File: src/rtl/irq_gather_pkg.sv
// Package: shared offsets and the decoded write operation for irq_gather.
// Assumes byte-addressed 32-bit registers; only the listed offsets decode.
package irq_gather_pkg;

    localparam int unsigned OFF_STAT     = 'h00;
    localparam int unsigned OFF_STAT_SET = 'h04;
    localparam int unsigned OFF_STAT_CLR = 'h08;
    localparam int unsigned OFF_MASK     = 'h0C;
    localparam int unsigned OFF_MASK_SET = 'h10;
    localparam int unsigned OFF_MASK_CLR = 'h14;

    typedef enum logic [2:0] {
        WOP_NONE     = 3'd0,
        WOP_STAT_SET = 3'd1,
        WOP_STAT_CLR = 3'd2,
        WOP_MASK_SET = 3'd3,
        WOP_MASK_CLR = 3'd4
    } wr_op_e;

endpackage

File: src/rtl/irq_gather_sync.sv
// Module: multi-stage synchronizer for the source bank.
// Assumes each source is a level held long enough to be sampled; STAGES >= 1.
module irq_gather_sync #(
    parameter int unsigned N      = 32,
    parameter int unsigned STAGES = 2
) (
    input  logic         clk,
    input  logic         rst_n,
    input  logic [N-1:0] din,
    output logic [N-1:0] dout
);

    logic [N-1:0] chain [STAGES];

    for (genvar g = 0; g < STAGES; g++) begin : g_stage
        if (g == 0) begin : g_first
            // First flop: capture the raw asynchronous levels.
            always_ff @(posedge clk) begin
                if (!rst_n) chain[g] <= '0;
                else        chain[g] <= din;
            end
        end else begin : g_next
            // Later flops: pass the previous stage along.
            always_ff @(posedge clk) begin
                if (!rst_n) chain[g] <= '0;
                else        chain[g] <= chain[g-1];
            end
        end
    end

    assign dout = chain[STAGES-1];

endmodule

File: src/rtl/irq_gather_regs.sv
// Module: status and mask register banks with the request flop.
// Assumes at most one software write per cycle (one decoded op).
// A hardware level set takes priority over a software clear of the same bit.
module irq_gather_regs
    import irq_gather_pkg::*;
#(
    parameter int unsigned N = 32
) (
    input  logic         clk,
    input  logic         rst_n,
    input  logic [N-1:0] hw_lvl,
    input  wr_op_e       op,
    input  logic [N-1:0] wdata,
    output logic [N-1:0] st_q,
    output logic [N-1:0] mk_q,
    output logic         irq_q
);

    logic [N-1:0] st_set, st_clr, mk_set, mk_clr;
    logic [N-1:0] st_nxt, mk_nxt;

    // Expand the decoded op into per-bit set/clear vectors.
    always_comb begin
        st_set = (op == WOP_STAT_SET) ? wdata : '0;
        st_clr = (op == WOP_STAT_CLR) ? wdata : '0;
        mk_set = (op == WOP_MASK_SET) ? wdata : '0;
        mk_clr = (op == WOP_MASK_CLR) ? wdata : '0;
    end

    for (genvar i = 0; i < N; i++) begin : g_bit
        // Per-bit next state: sets (hardware or software) override a clear.
        always_comb begin
            st_nxt[i] = (st_q[i] & ~st_clr[i]) | st_set[i] | hw_lvl[i];
            mk_nxt[i] = (mk_q[i] | mk_set[i]) & ~mk_clr[i];
        end

        // Per-bit storage: status resets clear, mask resets to disabled.
        always_ff @(posedge clk) begin
            if (!rst_n) begin
                st_q[i] <= 1'b0;
                mk_q[i] <= 1'b1;
            end else begin
                st_q[i] <= st_nxt[i];
                mk_q[i] <= mk_nxt[i];
            end
        end
    end

    // Request flop fed from next-state values, so it changes together with the registers.
    always_ff @(posedge clk) begin
        if (!rst_n) irq_q <= 1'b0;
        else        irq_q <= |(st_nxt & ~mk_nxt);
    end

    AST_RESET_VALUES: assert property (@(posedge clk)
        !rst_n |=> (mk_q == '1 && st_q == '0 && !irq_q));

    AST_STATUS_STICKY: assert property (@(posedge clk) disable iff (!rst_n)
        1'b1 |=> (($past(st_q) & ~$past(st_clr) & ~st_q) == '0));

    AST_HW_SET_WINS: assert property (@(posedge clk) disable iff (!rst_n)
        1'b1 |=> (($past(hw_lvl) & ~st_q) == '0));

    AST_SW_SET_LANDS: assert property (@(posedge clk) disable iff (!rst_n)
        (op == WOP_STAT_SET) |=> ((st_q & $past(wdata)) == $past(wdata)));

    AST_MASK_SET_ONLY: assert property (@(posedge clk) disable iff (!rst_n)
        (op == WOP_MASK_SET) |=> (mk_q == ($past(mk_q) | $past(wdata))));

    AST_MASK_CLR_ONLY: assert property (@(posedge clk) disable iff (!rst_n)
        (op == WOP_MASK_CLR) |=> (mk_q == ($past(mk_q) & ~$past(wdata))));

    AST_MASK_HOLD: assert property (@(posedge clk) disable iff (!rst_n)
        (op != WOP_MASK_SET && op != WOP_MASK_CLR) |=> $stable(mk_q));

endmodule

File: src/rtl/irq_gather_rdport.sv
// Module: registered read port.
// Assumes rd_en is a single-cycle strobe; rdata returns zero when no valid read.
module irq_gather_rdport
    import irq_gather_pkg::*;
#(
    parameter int unsigned N      = 32,
    parameter int unsigned ADDR_W = 5
) (
    input  logic              clk,
    input  logic              rst_n,
    input  logic              rd_en,
    input  logic [ADDR_W-1:0] addr,
    input  logic [N-1:0]      st_q,
    input  logic [N-1:0]      mk_q,
    output logic [N-1:0]      rdata
);

    localparam logic [ADDR_W-1:0] A_STAT = ADDR_W'(OFF_STAT);
    localparam logic [ADDR_W-1:0] A_MASK = ADDR_W'(OFF_MASK);

    logic [N-1:0] rd_mux;

    // Select the readable register; every other offset reads as zero.
    always_comb begin
        rd_mux = '0;
        if (rd_en) begin
            if (addr == A_STAT)      rd_mux = st_q;
            else if (addr == A_MASK) rd_mux = mk_q;
        end
    end

    // One cycle of read latency.
    always_ff @(posedge clk) begin
        if (!rst_n) rdata <= '0;
        else        rdata <= rd_mux;
    end

    AST_WRITE_ONLY_READS_ZERO: assert property (@(posedge clk) disable iff (!rst_n)
        (rd_en && addr != A_STAT && addr != A_MASK) |=> (rdata == '0));

    AST_MASK_READBACK: assert property (@(posedge clk) disable iff (!rst_n)
        (rd_en && addr == A_MASK) |=> (rdata == $past(mk_q)));

endmodule

File: src/rtl/irq_gather.sv
// Module: level-2 interrupt aggregator top.
// Decodes register writes into one set/clear op and synchronizes the sources.
// Drives a flopped request line to the parent controller.
// Assumes wr_en and rd_en are not both asserted in the same cycle.
module irq_gather
    import irq_gather_pkg::*;
#(
    parameter int unsigned NUM_SRC     = 32,
    parameter int unsigned SYNC_STAGES = 2,
    parameter int unsigned ADDR_W      = 5
) (
    input  logic               clk,
    input  logic               rst_n,
    input  logic [NUM_SRC-1:0] src_i,
    input  logic               wr_en,
    input  logic               rd_en,
    input  logic [ADDR_W-1:0]  addr,
    input  logic [NUM_SRC-1:0] wdata,
    output logic [NUM_SRC-1:0] rdata,
    output logic               irq_o
);

    localparam logic [ADDR_W-1:0] A_SSET = ADDR_W'(OFF_STAT_SET);
    localparam logic [ADDR_W-1:0] A_SCLR = ADDR_W'(OFF_STAT_CLR);
    localparam logic [ADDR_W-1:0] A_MSET = ADDR_W'(OFF_MASK_SET);
    localparam logic [ADDR_W-1:0] A_MCLR = ADDR_W'(OFF_MASK_CLR);

    logic [NUM_SRC-1:0] src_sync;
    logic [NUM_SRC-1:0] st_q, mk_q;
    wr_op_e             wop;

    // Decode a write strobe and offset into one register operation.
    always_comb begin
        wop = WOP_NONE;
        if (wr_en) begin
            unique case (addr)
                A_SSET:  wop = WOP_STAT_SET;
                A_SCLR:  wop = WOP_STAT_CLR;
                A_MSET:  wop = WOP_MASK_SET;
                A_MCLR:  wop = WOP_MASK_CLR;
                default: wop = WOP_NONE;
            endcase
        end
    end

    irq_gather_sync #(.N(NUM_SRC), .STAGES(SYNC_STAGES)) u_sync (
        .clk   (clk),
        .rst_n (rst_n),
        .din   (src_i),
        .dout  (src_sync)
    );

    irq_gather_regs #(.N(NUM_SRC)) u_regs (
        .clk    (clk),
        .rst_n  (rst_n),
        .hw_lvl (src_sync),
        .op     (wop),
        .wdata  (wdata),
        .st_q   (st_q),
        .mk_q   (mk_q),
        .irq_q  (irq_o)
    );

    irq_gather_rdport #(.N(NUM_SRC), .ADDR_W(ADDR_W)) u_rd (
        .clk   (clk),
        .rst_n (rst_n),
        .rd_en (rd_en),
        .addr  (addr),
        .st_q  (st_q),
        .mk_q  (mk_q),
        .rdata (rdata)
    );

    AST_IRQ_TRACKS_PENDING: assert property (@(posedge clk) disable iff (!rst_n)
        1'b1 |-> (irq_o == (|(st_q & ~mk_q))));

    AST_IRQ_AFTER_MASK_WRITE: assert property (@(posedge clk) disable iff (!rst_n)
        (wop == WOP_MASK_SET && wdata == '1) |=> !irq_o);

endmodule

File: config.mk
export PLATFORM = sky130hd
export DESIGN_NAME = irq_gather
export DESIGN_NICKNAME = d
export VERILOG_FILES = /design/src/rtl/irq_gather_pkg.sv /design/src/rtl/irq_gather_sync.sv /design/src/rtl/irq_gather_regs.sv /design/src/rtl/irq_gather_rdport.sv /design/src/rtl/irq_gather.sv
export SDC_FILE = /design/constraint.sdc
export NUM_CORES = 1
export LEC_CHECK = 0
export BUFFER_PORTS_ARGS = -buffer_cell sky130_fd_sc_hd__buf_2
export CORE_AREA = 2 2 155 157
export CTS_CLUSTER_SIZE = 8
export DETAILED_ROUTE_END_ITERATION = 16
export DIE_AREA = 0 0 157 159
export PLACE_DENSITY = 0.56
export SKIP_CTS_REPAIR_TIMING = 1
export SLEW_MARGIN = 20
export SYNTH_ARGS = -nofsm -noshare
export SYNTH_HDL_FRONTEND = slang
export SYNTH_HIERARCHICAL = 1
export SYNTH_SLANG_ARGS = --single-unit
File: constraint.sdc
create_clock -name clk -period 3.26 [get_ports clk]
set_input_delay 0.163 -clock clk [delete_from_list [all_inputs] [get_ports clk]]
set_output_delay 0.163 -clock clk [all_outputs]
set_load 0.02 [all_outputs]
# == Yosys cells after proc, flatten, opt, wreduce, memory -nomap -nowiden ==
# Memories as Yosys holds them, arrays and structs flattened.
# Index checks and enable logic that the tools add are counted.
# word_totals
reg_bits,97
ram_bits,64
wordCells,319
inputBits,73
memories,1
# memory_table
name,depth,width,rd,rd_clocked_by_memory_dff,write_ports,line_no,source
u_sync.chain,2,32,2,0,2,irq_gather_sync.sv:13,logic [N-1:0] chain [STAGES];
# classes
eq_ne,9
muxes,12
bitwise_logic,228
reduce_logical,3
# ops
operator,count
$mux W32,8
$or A1 B1 Y1,98
$and A1 B1 Y1,64
$not A1 Y1,64
$and A32 B32 Y32,1
$not A32 Y32,1
$reduce_or A32 Y1,1
$pmux W3 S4,1
$eq A5 B4 Y1 const B,2
$eq A5 B5 Y1 const B,2
$eq A3 B2 Y1 const B,2
$eq A5 B3 Y1 const B,1
$logic_not A5 Y1,1
$eq A3 B1 Y1 const B,1
$eq A3 B3 Y1 const B,1
$mux W3,1
$mux W1,2
$reduce_and A2 Y1,1

# == Logic depth before layout (Yosys ltp) ==
# depth
ltp_word,11
ltp_mapped,10
mapped_depth_nobuf,7

# == Modules after synthesis ==
# The synthesis kept the hierarchy.
# modules_own_cells
module,n_inst,area_each_um2,cells_each
irq_gather_regs,1,3689.8,442
irq_gather_sync,1,1791.7,134
irq_gather_rdport,1,1607.8,150
irq_gather,1,52.6,8

# == Worst setup path after synthesis ==
# OpenSTA, ideal clock, no wires.
# synth_path
path_kind,input -> register
startpoint,input addr[3]
endpoint,register u_regs.irq_q
path_buffers,1
slack_ns,1.109
arrival_ns,2.011
stages,8
cell_sequence,nand2b_1 -> nor4_1 -> nor2_2 -> clkbuf_1 -> a221oi_1 -> o22ai_1 -> nor4_1 -> a41oi_1
# synth_between
elab_chain_cells,11
elab_cells_between_ends,241
cone_classes,eq/ne: 8; mux: 6; bitwise: 226; reduce/logical: 1
# synth_lines
element,line_no,source
start: declaration,irq_gather.sv:17,"input logic [ADDR_W-1:0] addr,"
$eq A5 B5 Y1 (tied with other cells),irq_gather.sv:36,unique case (addr)
$pmux W3 S4 (*),irq_gather.sv:36,
$mux W3 (*),irq_gather.sv:35,if (wr_en) begin
named net wop[2],irq_gather.sv:30,wr_op_e wop;
$eq A3 B2 Y1,irq_gather_regs.sv:25,st_clr = (op == WOP_STAT_CLR) ? wdata : '0;
$mux W32,irq_gather_regs.sv:25,
$not A1 Y1,irq_gather_regs.sv:33,st_nxt[i] = (st_q[i] & ~st_clr[i]) | st_set[i] | hw_lvl[i];
$and A1 B1 Y1,irq_gather_regs.sv:33,
$or A1 B1 Y1 (2 in a row),irq_gather_regs.sv:33,
$and A32 B32 Y32 (*),irq_gather_regs.sv:52,else irq_q <= |(st_nxt & ~mk_nxt);
$reduce_or A32 Y1 (*),irq_gather_regs.sv:52,
end signal: assignment,irq_gather_regs.sv:52,
end: declaration,irq_gather_regs.sv:16,output logic irq_q
# Mark *: on every way through the listed nets, which the timed path passes. The rest lies on a longest branch.
# A chain may end at the register's enable or synchronous reset.

# == Worst setup path in the final report ==
# layout_path
startpoint,input addr[1]
endpoint,register u_regs.irq_q
# The elaborated chain is that of the path after synthesis.

==> impl_metrics.py <==
metrics = {
    "logic_synthesis": {
        "synthCells": 734,
        "synth_largest_type_area_fraction_pct": 45.13,
        "synth-edff-count": 0,
        "synth-main-ff-cell": "sky130_fd_sc_hd__dfxtp_1",
        "syn-mean-instance-area_um2": 9.730,
        "synth_warnings": 6,
        "syn_nets": 807,
        "syn_area_um2": 7142,
        "synth_cell_type_count": 30,
        "synth_sequential_area_ratio_pct": 45.13,
        "asyncSetResetFlopFracSynth_pct": 0,
        "synth-seq-cells": 161,
        "post_synthesis_cell_type_with_the_largest_combined_area": "sky130_fd_sc_hd__dfxtp_1",
        "synth_top_cells_by_area": "sky130_fd_sc_hd__dfxtp_1 45%, sky130_fd_sc_hd__a221oi_1 7.5%, sky130_fd_sc_hd__and2_2 6.7%",
    },
    "critical_path": {
        "critical_path.max_fanout": 25,
        "crit_path_end_kind": "register",
        "start_kind": "primary input",
        "worst_endpoint_required_time_ps": 3550,
        "worst_ep_arrival_time_ps": 2780,
        "timing_worst_setup_path_type": "in -> reg",
    },
    "global_route": {
        "track_usage_pct": 16.02,
        "grt_pass1_wl_um": 30840,
        "grt_start_max_net_pins": 83,
        "first_global_vias": 5566,
        "grt_antenna_before_repair": 3,
        "global_route.overflow_total": 0,
    },
    "route": {
        "highest_layer_used_for_signal_routing": "met5",
        "routed-wl-met3_um": 937,
        "drc_errors": 0,
        "route.antenna.remaining_nets": 0,
        "drt_pass1_iterations": 6,
        "route.met2.wl_um": 9247,
        "wl_per_cell_um": 16.60,
        "wl_met1_um": 9016,
        "routed-via-count": 5729,
        "wirelength_um": 19590,
        "drtIter0Drc": 325,
        "via_per_inst": 4.855,
    },
    "sta": {
        "setup_viol": 0,
        "slew_headroom_pct": 54.69,
        "finalCritPeriodShare_pct": 76.34,
        "period_needed_ps": 2489,
        "fmax_mhz": 401.8,
        "skew_ps": 9.685,
        "setup_tns_ps": 0,
        "worst_pin_slew_ps": 679.6,
        "rsz0062_at_grt": "no",
        "hold-worst-slack_ps": 112.8,
        "finalHoldViolCount": 0,
        "fin_max_slew_vios": 0,
    },
    "run": {
        "drv.max_cap_violation_count": 0,
    },
    "cells_and_area": {
        "nets": 919,
        "fillerInstances": 2363,
        "final_cells": 1180,
        "most_used_cells_in_the_layout_excluding_fill_and_tap_cells": "161 x sky130_fd_sc_hd__dfxtp_1, 105 x sky130_fd_sc_hd__buf_2, 64 x sky130_fd_sc_hd__nor2_1, 64 x sky130_fd_sc_hd__and2_2, 61 x sky130_fd_sc_hd__a221oi_1",
        "layout.cells.most_common": "sky130_fd_sc_hd__dfxtp_1",
        "synthToLayoutAreaGrowth_pct": 22.60,
        "sequential_cell_area_um2": 3223,
        "multi_input_comb_area_um2": 3423,
        "drive_above_1_share_pct": 28.99,
    },
    "placed_design": {
        "hpwlAfterDp_um": 12730,
        "port_buffers": 105,
        "gp_congestion": 0.7692,
        "dpl.cell_count": 1114,
    },
    "clock_tree": {
        "numClockSinks": 161,
        "root_buffer": "sky130_fd_sc_hd__clkbuf_16",
        "cts_h_tree_depth": 4,
        "ctsLongestPathBuffers": 2,
        "post_cts_clock_slew_at_the_launch_and_capture_registers_of_the_worst_setup_and_hold_paths_ps": 70,
        "tritoncts_clock_tree": "done",
        "cts-buffers-inserted": 17,
        "insertion_delay_ps": 440,
    },
    "pwr": {
        "power_per_cell_area_nw_per_um2": 536.7,
        "power_leakage_nw": 3.835,
        "vdd_drop_max_mv": 0.2724,
        "power.total_mw": 4.699,
    },
    "floorplanning": {
        "fp.dieH_um": 159,
        "coreArea_um2": 23190,
        "chipWidth_um": 157,
        "die-area_um2": 24960,
        "initial_util_pct": 30.79,
        "row_count": 56,
        "io_pins": 106,
    },
    "min_path": {
        "hold_class": "in -> reg",
    },
    "outcome": {
        "result_of_the_run": "finished clean",
    },
}
==> registers in the layout, indices dropped and copies added (netlist names) <==
signal / count
u_regs/irq_q: 1
u_rd/rdata: 32
u_sync/chain: 64
u_regs/st_q: 32
u_regs/mk_q: 32
==> metrics by stage <==
| stage | area [um2] | util (%) | setup WS (ps) |
|---|---|---|---|
| floorplan | 7142 | - | 1109 |
| global placement | 7840 | 33.80 | 355.2 |
| detailed placement | 7840 | 33.80 | 389.5 |
| CTS | 8431 | 36.35 | 819.6 |
| global route | 8753 | 37.74 | 629.7 |
| finish | 8756 | 37.75 | 771.3 |
==> logic make-up after synthesis <==
logic type	Yosys count	synth area share [%]
AO/OA/AOI/OAI	145	18.11
XOR/XNOR	2	0.2453
flip-flops	161	45.13
buffers and inverters	93	7.306
AND/OR/NAND/NOR	333	29.20
==> power by group <==
part           leakage [nW]  total (mW)  switching, mW  internal [mW]
clock                 0.288        2.02          0.844           1.18
combinational          2.22       0.539          0.279          0.260
sequential             1.32        2.14         0.0638           2.08
total                  3.83        4.70           1.19           3.51
==> Yosys cell counts, types with 2 or more instances <==
library cell	number
sky130_fd_sc_hd__nand3_1	32
sky130_fd_sc_hd__nand3b_1	32
sky130_fd_sc_hd__or3b_1	32
sky130_fd_sc_hd__inv_1	33
sky130_fd_sc_hd__and2_1	31
sky130_fd_sc_hd__nor4_1	7
sky130_fd_sc_hd__buf_2	18
sky130_fd_sc_hd__nand2b_1	34
sky130_fd_sc_hd__clkbuf_2	6
sky130_fd_sc_hd__buf_6	14
sky130_fd_sc_hd__dfxtp_1	161
sky130_fd_sc_hd__xnor2_1	2
sky130_fd_sc_hd__a21o_1	32
sky130_fd_sc_hd__buf_4	7
sky130_fd_sc_hd__and2_2	64
sky130_fd_sc_hd__nor2b_1	33
sky130_fd_sc_hd__nor2_1	64
sky130_fd_sc_hd__clkbuf_1	11
sky130_fd_sc_hd__a211oi_1	7
sky130_fd_sc_hd__a221oi_2	3
sky130_fd_sc_hd__a221oi_1	61
sky130_fd_sc_hd__o22ai_1	16
sky130_fd_sc_hd__buf_1	3
sky130_fd_sc_hd__a211oi_2	25
==> worst paths after layout <==
check,start,to,slack [ps],depth (start not counted)
max,addr[1],u_regs/irq_q,770,10
min,rst_n,u_regs/mk_q[4],110,2
max reg2reg,u_regs/st_q[7],u_regs/irq_q,1510,5
min reg2reg,u_sync/chain[0][30],u_sync/chain[1][30],440,1
==> cell type report <==
class                      count  share of cell area [%]
antenna                        2                 0.05716
sequential                   161                   36.81
inverter                      33                   1.415
tap                          319                   4.558
multi-input combinational    480                   39.10
clock buffer                  21                   5.259
timing repair buffer         153                   11.32
clock inverter                11                   1.486
==> per-layer routing <==
| layer | vias to the layer above | global-route usage [%] |
|---|---|---|
| li1 | 2814 | - |
| met5 | - | 0 |
| met1 | 2746 | 21.42 |
| met4 | 2 | 5.546 |
| met3 | 30 | 3.919 |
| met2 | 137 | 25.16 |
==> critical path, cell delays in order <==
cell and delay (ps):
sky130_fd_sc_hd__buf_2 210, sky130_fd_sc_hd__nor4_2 430, sky130_fd_sc_hd__buf_12 230, sky130_fd_sc_hd__buf_4 220, sky130_fd_sc_hd__nor2b_2 60, sky130_fd_sc_hd__buf_4 230, sky130_fd_sc_hd__a221oi_1 390, sky130_fd_sc_hd__o22ai_1 150
sky130_fd_sc_hd__nor4_1 490, sky130_fd_sc_hd__a41oi_1 170
No activity file was read; power rests on OpenSTA's default activity.
